File: config.mk
export PLATFORM = sky130hd
export DESIGN_NAME = smp_pwm
export DESIGN_NICKNAME = d
export VERILOG_FILES = /design/src/rtl/smp_pwm_pkg.sv /design/src/rtl/smp_pwm_fifo.sv /design/src/rtl/smp_pwm_tick.sv /design/src/rtl/smp_pwm_core.sv /design/src/rtl/smp_pwm.sv
export SDC_FILE = /design/constraint.sdc
export NUM_CORES = 1
export LEC_CHECK = 0
export CORE_MARGIN = 8
export CORE_UTILIZATION = 51
export DETAILED_ROUTE_END_ITERATION = 16
export GPL_ROUTABILITY_DRIVEN = 0
export PLACE_DENSITY_LB_ADDON = 0.15
export SLEW_MARGIN = 25
export SYNTH_ARGS = -nofsm -noshare
export SYNTH_HDL_FRONTEND = slang
export SYNTH_SLANG_ARGS = --single-unit
File: constraint.sdc
create_clock -name clk_i -period 2.27 [get_ports clk_i]
set_clock_uncertainty 0.05 [all_clocks]
set_input_delay 0.681 -clock clk_i [delete_from_list [all_inputs] [get_ports clk_i]]
set_output_delay 0.681 -clock clk_i [all_outputs]
set_load 0.05 [all_outputs]
File: src/rtl/smp_pwm_pkg.sv
package smp_pwm_pkg;
  localparam int SMP_W   = 8;
  localparam int PRESC_W = 7;
  localparam int WORD_W  = 2 * SMP_W;

  typedef struct packed {
    logic               lf_sel;
    logic [PRESC_W-1:0] presc;
    logic               irq;
    logic               irq_en;
    logic               room;
    logic               en;
    logic [3:0]         zero;
  } ctrl_t;

  localparam logic ADDR_CTRL = 1'b0;
  localparam logic ADDR_SMP  = 1'b1;
endpackage

File: src/rtl/smp_pwm_fifo.sv
module smp_pwm_fifo #(
  parameter int DW    = 8,
  parameter int DEPTH = 4,
  localparam int PW   = $clog2(DEPTH),
  localparam int CW   = $clog2(DEPTH + 1)
) (
  input  logic          clk_i,
  input  logic          rst_ni,
  input  logic          flush_i,
  input  logic          push2_i,
  input  logic [DW-1:0] first_i,
  input  logic [DW-1:0] second_i,
  input  logic          pop_i,
  output logic [DW-1:0] head_o,
  output logic [CW-1:0] count_o,
  output logic          empty_o,
  output logic          room2_o
);
  // DEPTH must be a power of two, >= 2: pointers wrap by overflow
  logic [DW-1:0] mem_q [DEPTH];
  logic [PW-1:0] wptr_q, rptr_q;
  logic [CW-1:0] cnt_q;
  logic          push_ok, pop_ok;

  assign empty_o = (cnt_q == '0);
  assign room2_o = (cnt_q <= CW'(DEPTH - 2));
  assign push_ok = push2_i & room2_o & ~flush_i;
  assign pop_ok  = pop_i & ~empty_o & ~flush_i;
  assign head_o  = mem_q[rptr_q];
  assign count_o = cnt_q;

  always_ff @(posedge clk_i or negedge rst_ni) begin
    if (!rst_ni) begin
      wptr_q <= '0;
      rptr_q <= '0;
      cnt_q  <= '0;
    end else if (flush_i) begin
      wptr_q <= '0;
      rptr_q <= '0;
      cnt_q  <= '0;
    end else begin
      if (push_ok) wptr_q <= wptr_q + PW'(2);
      if (pop_ok)  rptr_q <= rptr_q + PW'(1);
      cnt_q <= cnt_q + (push_ok ? CW'(2) : CW'(0)) - (pop_ok ? CW'(1) : CW'(0));
    end
  end

  always_ff @(posedge clk_i) begin
    if (push_ok) begin
      mem_q[wptr_q]          <= first_i;
      mem_q[wptr_q + PW'(1)] <= second_i;
    end
  end
endmodule

File: src/rtl/smp_pwm_tick.sv
module smp_pwm_tick #(
  parameter int PW   = 7,
  parameter int SYNC = 2
) (
  input  logic          clk_i,
  input  logic          rst_ni,
  input  logic          en_i,
  input  logic          lf_sel_i,
  input  logic          lf_clk_i,
  input  logic [PW-1:0] presc_i,
  output logic          tick_o
);
  logic [SYNC-1:0] sync_q;
  logic            prev_q;
  logic            lf_rise, src;
  logic [PW-1:0]   pcnt_q;

  generate
    if (SYNC == 1) begin : g_sync1
      always_ff @(posedge clk_i or negedge rst_ni) begin
        if (!rst_ni) sync_q <= '0;
        else         sync_q <= lf_clk_i;
      end
    end else begin : g_syncn
      always_ff @(posedge clk_i or negedge rst_ni) begin
        if (!rst_ni) sync_q <= '0;
        else         sync_q <= {sync_q[SYNC-2:0], lf_clk_i};
      end
    end
  endgenerate

  always_ff @(posedge clk_i or negedge rst_ni) begin
    if (!rst_ni) prev_q <= 1'b0;
    else         prev_q <= sync_q[SYNC-1];
  end

  assign lf_rise = sync_q[SYNC-1] & ~prev_q;
  assign src     = lf_sel_i ? lf_rise : 1'b1;

  always_ff @(posedge clk_i or negedge rst_ni) begin
    if (!rst_ni)                 pcnt_q <= '0;
    else if (!en_i)              pcnt_q <= '0;
    else if (src) begin
      if (pcnt_q == presc_i)     pcnt_q <= '0;
      else                       pcnt_q <= pcnt_q + PW'(1);
    end
  end

  assign tick_o = en_i & src & (pcnt_q == presc_i);
endmodule

File: src/rtl/smp_pwm_core.sv
module smp_pwm_core #(
  parameter int DW = 8
) (
  input  logic          clk_i,
  input  logic          rst_ni,
  input  logic          en_i,
  input  logic          tick_i,
  input  logic          empty_i,
  input  logic [DW-1:0] head_i,
  output logic          wrap_o,
  output logic          pop_o,
  output logic [DW-1:0] cmp_o,
  output logic          pwm_o
);
  logic [DW-1:0] cnt_q, cmp_q;

  assign wrap_o = en_i & tick_i & (cnt_q == '1);
  assign pop_o  = wrap_o & ~empty_i;

  always_ff @(posedge clk_i or negedge rst_ni) begin
    if (!rst_ni)     cnt_q <= '0;
    else if (!en_i)  cnt_q <= '0;
    else if (tick_i) cnt_q <= cnt_q + DW'(1);
  end

  // empty at wrap: cmp_q keeps the last sample
  always_ff @(posedge clk_i or negedge rst_ni) begin
    if (!rst_ni)     cmp_q <= '0;
    else if (!en_i)  cmp_q <= '0;
    else if (pop_o)  cmp_q <= head_i;
  end

  assign cmp_o = cmp_q;
  assign pwm_o = en_i & (cnt_q < cmp_q);
endmodule

File: src/rtl/smp_pwm.sv
module smp_pwm
  import smp_pwm_pkg::*;
#(
  parameter int DEPTH       = 4,
  parameter int SYNC_STAGES = 2,
  localparam int CW         = $clog2(DEPTH + 1)
) (
  input  logic              clk_i,
  input  logic              rst_ni,
  input  logic              lf_clk_i,
  input  logic              req_i,
  input  logic              we_i,
  input  logic              addr_i,
  input  logic [WORD_W-1:0] wdata_i,
  output logic [WORD_W-1:0] rdata_o,
  output logic              irq_o,
  output logic              pwm_o
);
  ctrl_t          wr_c, rd_c;
  logic           lf_sel_q, irq_en_q, en_q, irq_q;
  logic [PRESC_W-1:0] presc_q;
  logic           ctrl_wr, ctrl_rd, smp_wr, flush;
  logic           tick, wrap, pop, empty, room2, irq_set;
  logic [SMP_W-1:0] head, cmp;
  logic [CW-1:0]  count;

  assign wr_c    = ctrl_t'(wdata_i);
  assign ctrl_wr = req_i & we_i  & (addr_i == ADDR_CTRL);
  assign ctrl_rd = req_i & ~we_i & (addr_i == ADDR_CTRL);
  assign smp_wr  = req_i & we_i  & (addr_i == ADDR_SMP);
  assign flush   = ctrl_wr & en_q & ~wr_c.en;

  always_ff @(posedge clk_i or negedge rst_ni) begin
    if (!rst_ni) begin
      lf_sel_q <= 1'b0;
      presc_q  <= '0;
      irq_en_q <= 1'b0;
      en_q     <= 1'b0;
    end else if (ctrl_wr) begin
      lf_sel_q <= wr_c.lf_sel;
      presc_q  <= wr_c.presc;
      irq_en_q <= wr_c.irq_en;
      en_q     <= wr_c.en;
    end
  end

  // a pop that leaves <= 1 byte raises the request
  assign irq_set = pop & (count <= CW'(2));

  always_ff @(posedge clk_i or negedge rst_ni) begin
    if (!rst_ni)                        irq_q <= 1'b0;
    else if (irq_set)                   irq_q <= 1'b1;
    else if (ctrl_wr && wr_c.irq)       irq_q <= 1'b1;
    else if (ctrl_rd)                   irq_q <= 1'b0;
  end

  always_comb begin
    rd_c        = '0;
    rd_c.lf_sel = lf_sel_q;
    rd_c.presc  = presc_q;
    rd_c.irq    = irq_q;
    rd_c.irq_en = irq_en_q;
    rd_c.room   = room2;
    rd_c.en     = en_q;
    rdata_o     = ctrl_rd ? WORD_W'(rd_c) : '0;
  end

  assign irq_o = irq_q & irq_en_q;

  smp_pwm_tick #(.PW(PRESC_W), .SYNC(SYNC_STAGES)) u_tick (
    .clk_i    (clk_i),
    .rst_ni   (rst_ni),
    .en_i     (en_q),
    .lf_sel_i (lf_sel_q),
    .lf_clk_i (lf_clk_i),
    .presc_i  (presc_q),
    .tick_o   (tick)
  );

  smp_pwm_fifo #(.DW(SMP_W), .DEPTH(DEPTH)) u_fifo (
    .clk_i    (clk_i),
    .rst_ni   (rst_ni),
    .flush_i  (flush),
    .push2_i  (smp_wr),
    .first_i  (wdata_i[WORD_W-1:SMP_W]),
    .second_i (wdata_i[SMP_W-1:0]),
    .pop_i    (pop),
    .head_o   (head),
    .count_o  (count),
    .empty_o  (empty),
    .room2_o  (room2)
  );

  smp_pwm_core #(.DW(SMP_W)) u_core (
    .clk_i   (clk_i),
    .rst_ni  (rst_ni),
    .en_i    (en_q),
    .tick_i  (tick),
    .empty_i (empty),
    .head_i  (head),
    .wrap_o  (wrap),
    .pop_o   (pop),
    .cmp_o   (cmp),
    .pwm_o   (pwm_o)
  );
endmodule

# Word level (Yosys, flattened, before mapping)
# Memory sizes are Yosys's and may differ from the RTL's.
# Cells that the tools add are included.
[totals]
register_bits = 44
mem_bits_rw = 32
inputBits = 22
out_inout_bits = 18
n_memories = 1
[mem_list]
columns = ["name", "words", "width", "rd", "rd_ports_with_merged_regs", "wr", "line_no", "rtl"]
rows = [
  ["u_fifo.mem_q", 4, 8, 1, 0, 2, "smp_pwm_fifo.sv:20", "logic [DW-1:0] mem_q [DEPTH];"],
]
[classes]
n_addsub = 7
order_cmp = 2
n_eq_ne = 5
muxes = 21
n_bitwise = 26
n_reduce_logical = 5
[op_table]
columns = ["op", "n"]
rows = [
  ["8-bit two-way mux", 4],
  ["7-bit two-way mux", 3],
  ["1-bit bitwise AND", 20],
  ["16-bit two-way mux", 1],
  ["2-bit two-way mux", 5],
  ["8-bit by 1-bit adder with 8-bit output (second input constant)", 1],
  ["8-bit equality test (second input constant)", 1],
  ["8-bit < comparator", 1],
  ["7-bit by 1-bit adder with 7-bit output (second input constant)", 1],
  ["7-bit equality test", 1],
  ["1-bit two-way mux", 7],
  ["2-bit by 1-bit inequality test with 1-bit output (second input constant)", 3],
  ["1-bit inverter", 6],
  ["2-bit by 1-bit adder with 2-bit output (second input constant)", 2],
  ["2-bit nonzero test", 2],
  ["3-bit adder", 1],
  ["3-bit by 2-bit <= comparator with 1-bit output (second input constant)", 1],
  ["3-bit zero test", 1],
  ["3-bit two-way mux", 1],
  ["3-bit nonzero test", 1],
  ["3-bit subtractor", 1],
  ["2-bit adder (second input constant)", 1],
  ["1-bit logical AND", 1],
]

# Depth between registers and ports, before layout
[depth]
word_depth = 13
mapped_depth = 11
mapped_depth_nobuf = 10

# Modules after synthesis
# A second synthesis with hierarchy kept.
[hier_totals]
cells_unflattened = 312
hier_area_um2 = 3951.3
[by_module_without_submodules]
columns = ["mod", "n_inst", "cells_per_inst", "area_per_inst_um2", "seq_area_each_um2"]
rows = [
  ["smp_pwm_fifo", 1, 115, 1820.5, 1111.1],
  ["smp_pwm_core", 1, 96, 959.7, 400.4],
  ["smp_pwm", 1, 50, 623.1, 275.3],
  ["smp_pwm_tick", 1, 51, 548.0, 250.2],
]

# Worst setup path after synthesis
# No wires, ideal clock.
[synth_path]
path_kind = "flip-flop to output port"
start = "register u_core.cnt_q[4]"
end = "output pwm_o"
t_arrival_ps = 1863
setup_slack_ps = -324
stages_incl_launch_ff = 6
cell_sequence = "dfrtp_1 -> ha_1 -> a21o_1 -> a21oi_1 -> o31ai_1 -> a31oi_1"
[synth_between]
elab_chain_len = 2
[synth_lines]
columns = ["element", "line_no", "rtl"]
rows = [
  ["start: declaration", "smp_pwm_core.sv:15", "logic [DW-1:0] cnt_q, cmp_q;"],
  ["start signal: assignment", "smp_pwm_core.sv:23", "else if (tick_i) cnt_q <= cnt_q + DW'(1);"],
  ["8-bit < comparator", "smp_pwm_core.sv:34", "assign pwm_o = en_i & (cnt_q < cmp_q);"],
  ["1-bit bitwise AND", "smp_pwm_core.sv:34", ""],
  ["end: declaration", "smp_pwm.sv:17", "output logic pwm_o"],
]
# No other way between the ends.

# Final worst setup path
# Same ends and word-level chain as after synthesis.

==> qor.yml <==
reg2reg_depth: 10
final_layout_size_suffix_gt1_share_pct: 36.1
crit_path_end_kind: "output pin"
drt_iter0_drc: 145
rows: 31
gr-total-overflow: 0
r2r_end: "u_fifo.count_o[2]"
synth_top_family_by_area: "multiplexers"
synth_xor_area_share_pct: 2.28
synthMuxAreaShare_pct: 16.5
synth_flop_cell: "dfrtp_1"
ys_seq_elements: 75
die_x_um: 103
seqCellArea_um2: 2040
synth_compound_area_share_pct: 6.09
dieArea_um2: 10600
place_hpwl_mm: 6.13
drcViolationCount: 0
ys_seq_area_share_pct: 53.0
status: "finished, violations left"
setup_slack_ns: -0.258
irDropWorstVdd_mv: 0.448
netlist.area_leader.share_pct: 28.0
yosys_warnings: 0
ys_types: 45
worst-endpoint-required_ns: 1.54
path_clk_slew_ns: 0.08
cts_sinks: 75
routedWlPerCell_um: 17.4
cts_hold_buf: 0
fin_crit_sh_pct: 111
max_freq_mhz: 396
area_delta_synth_final_pct: 28.7
antennaDiodeCount: 0
hp-class: "in -> async"
worstSetupPathType: "reg -> out"
worstSkewPairLatency_ns: 0.35
grt_first_pass_wirelength_mm: 13.8
dr.pass1.iters: 4
cp-start-kind: "register"
design_area_um2: 4940
power.leakage_nw: 1.98
yosys.area_share.simple_pct: 12.9
synthCells: 321
synthAdderAreaFrac_pct: 3.91
cp.arrival_ns: 1.80
p_per_area_nw_per_um2: 710
antenna_found_initial: 0
grt_max_degree: 27
tritoncts: "yes"
portBuffers: 35
synth.avg_cell_area_um2: 12.0
vias: 2586
coreArea_um2: 7290
max_slew_margin_pct: 64.8
grtUsageTotal_pct: 17.3
dp_cells: 460
rsz0062_at_grt: "yes"
cts-root-buf: "clkbuf_8"
cts_buffers: 9
start_util_pct: 52.7
r2r-start: "presc_q[0]"
multi_input_area_um2: 1720
hold_violations: 0
violations: "setup timing"
async_flop_share_pct: 57.3
grt_pass1_vias: 2645
drv_cap: 0
htreeDepth: 3
cp_max_fo: 2
fin_crit_ns: 2.53
instances_no_fill: 479
antenna_left: 0
worst_pin_slew_ns: 0.528
drt_wl_total_mm: 8.34
post_drt_via_cell_ratio: 5.40
postPlaceCellArea_um2: 4630
finalNetCount: 409
report.final.slew_viol_count: 0
reg2reg_slack_ns: -0.03
dieHeight_um: 103
cts_max_path_buffers: 2
setup_violations: 2
synth_area_um2: 3840
yosys.area.top_type: "dfrtp_1"
ys_top_cells_by_area: "dfrtp_1 28%, edfxtp_1 25%, mux2_2 10%"
pin_count: 40
synth_enable_flop_cells: 32
fillers: 560
metal layers:
metal	vias to the layer above	part of all wire [%]	wire length [um]	track usage [%]
met2	66	51	4290	28.5
met5	-	0	0	0
met4	0	1.4	120	6.45
li1	1243	-	-	-
met1	1267	43	3550	21.9
met3	10	4.5	378	3.78
state kept, by name, summed over array words and instances (netlist names):
register	cells
u_fifo.mem_q	32
u_core.cmp_o	8
u_core.cnt_q	8
presc_q	7
u_tick.pcnt_q	7
u_fifo.count_o	3
u_fifo.rptr_q	2
u_tick.sync_q	2
en_q	1
irq_en_q	1
irq_q	1
lf_sel_q	1
u_fifo.wptr_q	1
u_tick.prev_q	1
area by class of cell:
| class | instances | share of cell area (%) |
|---|---|---|
| clock buffer | 10 | 2.58 |
| clock inverter | 6 | 1.82 |
| inverter | 20 | 1.52 |
| multi-input combinational | 200 | 34.8 |
| sequential | 75 | 41.2 |
| tap | 99 | 2.51 |
| timing repair buffer | 69 | 15.5 |
how the worst max path moves through the flow:
stage	from	end	slack, ns	cells past startpoint
6_report	u_core.cnt_q[4]	pwm_o	-0.26	6
3_5_place_dp	req_i	rdata_o[4]	-0.36	5
4_1_cts	u_core.cnt_q[4]	pwm_o	-0.28	6
5_1_grt	u_core.cnt_q[4]	pwm_o	-0.33	6
3_3_place_gp	req_i	rdata_o[4]	-0.36	5
2_1_floorplan	u_core.cnt_q[4]	pwm_o	-0.07	5
synthesized netlist by cell type (all sizes together), types with 8 or more instances:
| cell type | count |
|---|---|
| nand2 | 19 |
| mux4 | 8 |
| and2 | 16 |
| dfrtp | 43 |
| nand3 | 8 |
| ha | 12 |
| clkbuf | 22 |
| nor2 | 18 |
| mux2 | 34 |
| edfxtp | 32 |
| inv | 20 |
cell families (layout without fill, tap and decap cells):
| group | count (synthesis) | in the layout |
|---|---|---|
| AND/OR/NAND/NOR | 91 | 91 |
| adder cells (fa/ha/maj) | 12 | 12 |
| buffers and inverters | 49 | 105 |
| other | 1 | 4 |
| AO/OA/AOI/OAI | 34 | 34 |
| multiplexers | 49 | 49 |
| XOR/XNOR | 10 | 10 |
| flip-flops | 75 | 75 |
per-stage QoR:
step           util [%]  hold slack [ns]  power [mW]  TNS, ns  worst slack, ns
2_1_floorplan         -            0.281        2.08   -0.141          -0.0712
3_3_place_gp       63.5            0.282        2.36    -7.64           -0.363
3_5_place_dp       63.5            0.286        2.38    -8.58           -0.362
4_1_cts            67.4            0.232        3.53   -0.297           -0.279
5_1_grt            67.8            0.247        3.67   -0.478           -0.328
6_report           67.8            0.224        3.51   -0.286           -0.258
critical path, stage by stage (launching register included):
cell     delay, ns
dfrtp_1       0.39
ha_1          0.31
a21o_1        0.17
a21oi_2       0.12
o31ai_2       0.08
a31oi_2       0.20
buf_12        0.17
placed cells by master, fill, tap and decap left out, types with 2 or more instances in the layout:
| master | n |
|---|---|
| dfrtp_1 | 42 |
| mux2_2 | 34 |
| edfxtp_1 | 32 |
| buf_4 | 29 |
| inv_1 | 19 |
| nand2_1 | 19 |
| clkdlybuf4s50_1 | 17 |
| nor2_1 | 16 |
| buf_12 | 16 |
| and2_4 | 12 |
| ha_1 | 10 |
| clkbuf_8 | 9 |
| nand3_1 | 8 |
| mux4_2 | 8 |
| nand2b_1 | 7 |
| o211ai_1 | 7 |
| o21ai_0 | 7 |
| mux2i_1 | 7 |
| xnor2_1 | 6 |
| a21oi_1 | 4 |
| nand4_1 | 4 |
| and2_1 | 4 |
| conb_1 | 4 |
| buf_6 | 4 |
| nor3_1 | 3 |
| xor2_1 | 3 |
| a21o_1 | 3 |
| or3_1 | 3 |
| nor4_1 | 3 |
| buf_2 | 3 |
| nor2_2 | 2 |
| and3_1 | 2 |
| nor3b_4 | 2 |
| bufinv_16 | 2 |
report_power, final:
group	switching [mW]	internal (mW)	total (mW)
clock network	0.501	0.623	1.12
registers	0.0873	1.53	1.62
logic	0.411	0.354	0.765
total	0.999	2.51	3.51
timing repair:
| action | 4_1_cts | 5_1_grt |
|---|---|---|
| resized for setup | 35 | 6 |
| setup endpoints to repair | 14 | 12 |
| pin swaps | 7 | 1 |
| buffers inserted | 2 | 0 |
| gates cloned | 1 | 0 |
Power figures use the tool's default switching activity.
